===== config.mk =====
export PLATFORM = sky130hd
export DESIGN_NAME = dagu_top
export DESIGN_NICKNAME = d
export VERILOG_FILES = /design/src/rtl/dagu_pkg.sv /design/src/rtl/dagu_regfile.sv /design/src/rtl/dagu_arau.sv /design/src/rtl/dagu_cmp.sv /design/src/rtl/dagu_top.sv
export SDC_FILE = /design/constraint.sdc
export NUM_CORES = 1
export LEC_CHECK = 0
export ABC_AREA = 1
export BUFFER_PORTS_ARGS = -buffer_cell sky130_fd_sc_hd__buf_2
export CAP_MARGIN = 0
export CORE_AREA = 2 2 154 156
export DETAILED_ROUTE_END_ITERATION = 10
export DIE_AREA = 0 0 156 158
export PLACE_DENSITY = 0.67
export SYNTH_ARGS = -nofsm -noshare
export SYNTH_HDL_FRONTEND = slang
export SYNTH_HIERARCHICAL = 1
export SYNTH_SLANG_ARGS = --single-unit

===== constraint.sdc =====
create_clock -name clk -period 3.6 [get_ports clk]
set_input_delay 0.36 -clock clk [delete_from_list [all_inputs] [get_ports clk]]
set_output_delay 0.36 -clock clk [all_outputs]
set_load 0.01 [all_outputs]

===== src/rtl/dagu_pkg.sv =====
package dagu_pkg;
    localparam int ADDR_W = 16;
    localparam int PAGE_W = 9;
    localparam int OFS_W  = ADDR_W - PAGE_W;
    localparam int N_PTR  = 8;
    localparam int SEL_W  = $clog2(N_PTR);

    typedef enum logic [2:0] {
        UPD_NONE = 3'd0,
        UPD_INC  = 3'd1,
        UPD_DEC  = 3'd2,
        UPD_ADDX = 3'd3,
        UPD_SUBX = 3'd4
    } upd_e;

    typedef enum logic [1:0] {
        CMP_EQ = 2'd0,
        CMP_LT = 2'd1,
        CMP_GT = 2'd2,
        CMP_NE = 2'd3
    } cmp_e;

    typedef struct packed {
        logic              en;
        logic [SEL_W-1:0]  idx;
        logic [ADDR_W-1:0] val;
    } reg_wr_t;

    function automatic logic [ADDR_W-1:0] step_ptr(
        input logic [ADDR_W-1:0] base,
        input logic [2:0]        code,
        input logic [ADDR_W-1:0] stride
    );
        case (code)
            UPD_INC:  return base + 1'b1;
            UPD_DEC:  return base - 1'b1;
            UPD_ADDX: return base + stride;
            UPD_SUBX: return base - stride;
            default:  return base;
        endcase
    endfunction
endpackage


===== src/rtl/dagu_regfile.sv =====
module dagu_regfile
    import dagu_pkg::*;
(
    input  logic              clk,
    input  logic              rst,
    input  logic              upd_en,
    input  logic [ADDR_W-1:0] upd_val,
    input  reg_wr_t           ld,
    input  logic              sel_wr,
    input  logic [SEL_W-1:0]  sel_new,
    output logic [ADDR_W-1:0] cur_val,
    output logic [ADDR_W-1:0] base_val,
    output logic [SEL_W-1:0]  sel_q
);
    logic [ADDR_W-1:0] ptr_q [N_PTR];

    always_ff @(posedge clk) begin
        if (rst) begin
            for (int i = 0; i < N_PTR; i++) ptr_q[i] <= '0;
            sel_q <= '0;
        end else begin
            for (int i = 0; i < N_PTR; i++) begin
                if (ld.en && ld.idx == SEL_W'(i))
                    ptr_q[i] <= ld.val;
                else if (upd_en && sel_q == SEL_W'(i))
                    ptr_q[i] <= upd_val;
            end
            if (sel_wr) sel_q <= sel_new;
        end
    end

    assign cur_val  = ptr_q[sel_q];
    assign base_val = ptr_q[0];

    AST_SEL_HOLD: assert property (@(posedge clk) disable iff (rst)
        !sel_wr |=> $stable(sel_q));
    AST_SEL_LOAD: assert property (@(posedge clk) disable iff (rst)
        sel_wr |=> sel_q == $past(sel_new));
endmodule


===== src/rtl/dagu_arau.sv =====
module dagu_arau
    import dagu_pkg::*;
(
    input  logic [ADDR_W-1:0] cur,
    input  logic [ADDR_W-1:0] stride,
    input  logic [2:0]        code,
    output logic [ADDR_W-1:0] nxt
);
    always_comb nxt = step_ptr(cur, code, stride);
endmodule


===== src/rtl/dagu_cmp.sv =====
module dagu_cmp
    import dagu_pkg::*;
(
    input  logic [ADDR_W-1:0] a,
    input  logic [ADDR_W-1:0] b,
    input  logic [1:0]        mode,
    output logic              hit
);
    always_comb begin
        case (mode)
            CMP_EQ:  hit = (a == b);
            CMP_LT:  hit = (a <  b);
            CMP_GT:  hit = (a >  b);
            default: hit = (a != b);
        endcase
    end
endmodule


===== src/rtl/dagu_top.sv =====
module dagu_top
    import dagu_pkg::*;
(
    input  logic              clk,
    input  logic              rst,
    input  logic              acc_req,
    input  logic              acc_ind,
    input  logic [OFS_W-1:0]  insn_ofs,
    input  logic [2:0]        upd_code,
    input  logic              ptr_wr,
    input  logic [SEL_W-1:0]  ptr_new,
    input  logic              page_wr,
    input  logic [PAGE_W-1:0] page_din,
    input  logic              reg_wr,
    input  logic [SEL_W-1:0]  reg_idx,
    input  logic [ADDR_W-1:0] reg_din,
    input  logic [1:0]        cmp_sel,
    output logic [ADDR_W-1:0] addr_out,
    output logic              addr_vld,
    output logic              cmp_hit
);
    logic [PAGE_W-1:0] page_q;
    logic [ADDR_W-1:0] cur_val, base_val, nxt_val;
    logic [SEL_W-1:0]  sel_q;
    reg_wr_t           ld;

    assign ld = '{en: reg_wr, idx: reg_idx, val: reg_din};

    dagu_regfile u_rf (
        .clk(clk), .rst(rst),
        .upd_en(acc_req & acc_ind), .upd_val(nxt_val),
        .ld(ld), .sel_wr(ptr_wr), .sel_new(ptr_new),
        .cur_val(cur_val), .base_val(base_val), .sel_q(sel_q)
    );

    dagu_arau u_arau (
        .cur(cur_val), .stride(base_val), .code(upd_code), .nxt(nxt_val)
    );

    dagu_cmp u_cmp (
        .a(cur_val), .b(base_val), .mode(cmp_sel), .hit(cmp_hit)
    );

    always_ff @(posedge clk) begin
        if (rst) begin
            page_q   <= '0;
            addr_out <= '0;
            addr_vld <= 1'b0;
        end else begin
            addr_vld <= acc_req;
            if (acc_req)
                addr_out <= acc_ind ? cur_val : {page_q, insn_ofs};
            if (page_wr) page_q <= page_din;
        end
    end

    AST_VLD_LATENCY: assert property (@(posedge clk) disable iff (rst)
        acc_req |=> addr_vld);
    AST_DIRECT_ADDR: assert property (@(posedge clk) disable iff (rst)
        acc_req && !acc_ind |=> addr_out[OFS_W-1:0] == $past(insn_ofs));
    AST_INDIRECT_ADDR: assert property (@(posedge clk) disable iff (rst)
        acc_req && acc_ind |=> addr_out == $past(cur_val));
    AST_IDLE_HOLD: assert property (@(posedge clk) disable iff (rst)
        !acc_req |=> !addr_vld && $stable(addr_out));
    AST_LOAD_WINS: assert property (@(posedge clk) disable iff (rst)
        reg_wr && !ptr_wr && acc_req && acc_ind && reg_idx == sel_q |=> cur_val == $past(reg_din));
endmodule


==> results.txt <==
- Result of the run: finished, final reports clean
* Required time reported for the critical path endpoint: 3.24 ns
- Max_slew headroom: 52.6%
- The cell that appears most often on the critical path is sky130_fd_sc_hd__nand2_1.
- Diodes inserted: 0
* Min cycle time layout: 3.38 ns
- For this block, the routed nets add up to 34.4 mm of wire.
- The die is 158 um tall.
* Depth of the worst register-to-register path: 19
- Max H-tree Level: 4
- Dividing the detail-routed wire length by the instance count gives 17.2 um.
* Floorplan row count: 56
- Max-cap violations: 0
- For this run the aggregate overflow at the end of global routing stands at 0.
- End point of the worst hold path: page_q[4]
- For the pin with the worst max-slew slack, the measured transition is 0.708 ns.
- The number of global-route vias before repair was 9946.
* Synthesized netlist net count: 1726
- Average footprint of a synthesized cell: 6.89 sq um
- TritonCTS built the clock tree.
* Most frequent cells in the layout: sky130_fd_sc_hd__nand2_1 (610), sky130_fd_sc_hd__inv_1 (223), sky130_fd_sc_hd__nand3_1 (209)
- Number of warnings issued by yosys: 6
* Slowest stage cell, crit path: sky130_fd_sc_hd__buf_4
- Entering global routing, the biggest net connects 65 pins.
- In this run the static leakage power is 6.49 nW.
- The tree is rooted in a sky130_fd_sc_hd__clkbuf_16.
- 68 I/O pins were placed.
* Count of routing violations after the opening detailed-route iteration: 1305
* Number of remaining DRC errors: 0
- Insertion delay to the later sink of the worst-skew pair: 0.43 ns
* DP Wirelength: 24.7 mm
- The worst register-to-register path begins at u_rf/ptr_q[0][1].
- Wire length of the first global-routing pass: 53.7 mm
- The critical path goes through buf_4 -> buf_4 -> nand3_1 -> nand2_1 -> nand2_1 -> nand2_1 -> buf_4 -> ha_1 -> nand2_1 -> inv_1 -> nand2_1 -> nand2_1 -> a21oi_1 -> nand2_1 -> nand3_1 -> nand4_1 -> buf_2.
- Setup repair after global routing could not meet its margin everywhere.
* Total count of max-transition violations in the final report: 0
- The number of clock buffers added by TritonCTS is 17.
- Pwr/cell area: 436 nW/um^2
* Worst hold path depth: 3
- Slowest stage delay, CP: 0.35 ns
- After routing the design area is 12700 sq um.
* Setup TNS: 0 ns
* Number of buffers inserted by port buffering: 67
- Final period utilization: 94.0%
* Layout cells sized above 1: 14.0%
- Setup slack of the worst register-to-register path: 0.24 ns
* Tightest Hold Check Type: primary input to flop
* Maximum fanout along the worst path: 24
* Fmax: 0.295 GHz
* Netlist cell types: 43
- After synthesis the netlist holds a flip-flop and latch count of 160.
* Clock Pin Slew Worst Setup and Hold Paths: 0.07 ns
- DIE WIDTH: 156 um
- Most frequent standard cell in the layout excluding fill and tap cells: sky130_fd_sc_hd__nand2_1
* Aggregate global-route resource usage: 28.4%
* Worst path buffer plus inverter count: 5
* Antenna viol nets, final: 0
- The congestion estimate from routability-driven global placement came to 1.05.
- After detailed routing, the number of vias per cell comes to 5.34.
* Number of hold violations in the final report: 0
- The area growth from synthesis to layout is 11.9%.
* Area after detailed placement: 12000 sq um
* Summed instance area of the synthesized netlist: 11300 sq um
- Sequential area share after synthesis: 39.6%
- Starting utilization of the core area: 49.1%
- The worst setup path is launched from a flop.
* Number of search-and-repair iterations in the first detailed-routing pass: 5
- Area enclosed by the die boundary: 24600 sq um
* Syn Inst Count: 1643
- Type of the worst setup path: flop to primary output
- Highest ir drop seen on vdd: 0.000320 V
* Worst clock skew: 0.0103 ns
* Count of clock tree sinks: 160
- The routed layout has 10700 vias.
- Startpoint of the tightest hold check path: page_din[4]
- Setup violations remaining at the end of the flow were counted as 0.
* Floorplan Core Area: 23100 sq um
- The clock passes through at most 2 buffers.
- Largest delay contributor family on the critical path: buffers and inverters
- The worst register-to-register path ends at u_rf/ptr_q[7][10].
- Worst EP arrival: 3.02 ns
- STA classifies the critical path endpoint as a primary output.
- Net count reported at finish: 1786
- Number of antenna violations at the first check in global routing: 0
state kept, by name, summed over array words and instances, names as in the netlist, named ones only:
register	count
page_q	9
addr_out	16
u_rf/sel_q	3
u_rf/ptr_q	128
addr_vld	1
routing by layer:
| metal | up-vias | share of wire [%] | track usage (%) |
|---|---|---|---|
| met1 | 4873 | 43 | 37.0 |
| met2 | 478 | 46 | 48.1 |
| met3 | 66 | 8.0 | 4.68 |
| met4 | 0 | 2.9 | 9.79 |
| met5 | - | 0 | 0 |
| li1 | 5298 | - | - |
metrics by stage:
stage | worst slack [ns] | utilization, % | std cells | hold WS, ns | power [W]
3_5_place_dp | 0.161 | 52.2 | 1972 | 0.475 | 0.00368
3_3_place_gp | 0.200 | 52.2 | 1972 | 0.470 | 0.00366
4_1_cts | 0.0625 | 54.8 | 2004 | 0.140 | 0.00551
2_1_floorplan | 0.639 | - | 1643 | 0.431 | 0.00317
6_report | 0.215 | 55.0 | 2006 | 0.154 | 0.00552
5_1_grt | -0.0336 | 55.0 | 2006 | 0.164 | 0.00577
cell families (layout without fill, tap and decap cells):
logic type	count (synthesis)	after routing	share of synthesized area [%]
fa+ha+maj	33	33	3.71
compound gates	108	108	5.34
buf+inv	335	408	12.6
simple gates	1000	1000	38.2
xor+xnor	7	7	0.542
flops	160	160	39.6
how the worst max path moves through the flow:
stage / cells after the start / to / startpoint
after detailed placement: 18 / u_rf/ptr_q[6][9] / upd_code[0]
after global placement: 19 / u_rf/ptr_q[7][11] / upd_code[0]
after CTS: 18 / cmp_hit / flop
after floorplan: 24 / u_rf/ptr_q[7][15] / u_rf/ptr_q[0][0]
after global routing: 24 / u_rf/ptr_q[7][15] / u_rf/ptr_q[0][1]
final: 17 / cmp_hit / flop
layout make-up:
cell class              count  area (sq um)
fillers                  2223         10400
multi-input cells        1148          5440
flip-flops and latches    160          4490
repair buffers            140           912
inverters                 236           893
clock buffers              18           429
well taps                 290           363
clock inverters            14           151
what timing repair did:
action / CTS / global route
hold buffers: 0 / 0
setup buffers: 0 / 2
resized for setup: 0 / 15
endpoints found under the setup margin: 0 / 39
worst reg2reg max path, stage by stage, from the launching register on:
cell,delay (ns)
sky130_fd_sc_hd__edfxtp_1,0.44
sky130_fd_sc_hd__inv_1,0.11
sky130_fd_sc_hd__ha_1,0.18
sky130_fd_sc_hd__nand4_1,0.15
sky130_fd_sc_hd__inv_2,0.10
sky130_fd_sc_hd__nand2_1,0.07
sky130_fd_sc_hd__o21ai_0,0.17
sky130_fd_sc_hd__nand3_1,0.09
sky130_fd_sc_hd__nand2_1,0.07
sky130_fd_sc_hd__inv_1,0.05
sky130_fd_sc_hd__ha_1,0.31
sky130_fd_sc_hd__nand2_1,0.08
sky130_fd_sc_hd__buf_4,0.14
sky130_fd_sc_hd__nor2_1,0.20
sky130_fd_sc_hd__nand3_1,0.15
sky130_fd_sc_hd__nand3_1,0.14
sky130_fd_sc_hd__xnor2_1,0.10
sky130_fd_sc_hd__o21ai_2,0.43
sky130_fd_sc_hd__nand4_1,0.16
sky130_fd_sc_hd__nand2_1,0.10
synthesized netlist by cell type (all sizes together):
cell type,count,share of area [%]
a211oi,2,0.13
a21o,2,0.14
a21oi,35,1.5
a31oi,2,0.11
and2,1,0.055
buf,59,3.4
clkbuf,40,1.3
dfxtp,32,5.7
edfxtp,128,34
fa,1,0.18
ha,32,3.5
inv,236,7.9
nand2,628,21
nand3,210,9.4
nand3b,3,0.31
nand4,23,1.4
nor2,128,5.5
nor3,3,0.23
o211ai,5,0.33
o21a,1,0.066
o21ai,56,2.7
o21bai,4,0.27
o31ai,1,0.066
or2,4,0.24
xnor2,5,0.39
xor2,2,0.15
where the power goes:
| part | leakage, nW | switching (W) | internal [W] | total [W] |
|---|---|---|---|---|
| registers | 1.60 | 0.0000533 | 0.00212 | 0.00217 |
| logic | 4.62 | 0.00101 | 0.000507 | 0.00151 |
| clock network | 0.275 | 0.000804 | 0.00103 | 0.00184 |
| total | 6.49 | 0.00186 | 0.00366 | 0.00552 |
(Power assumes the default switching activity.)
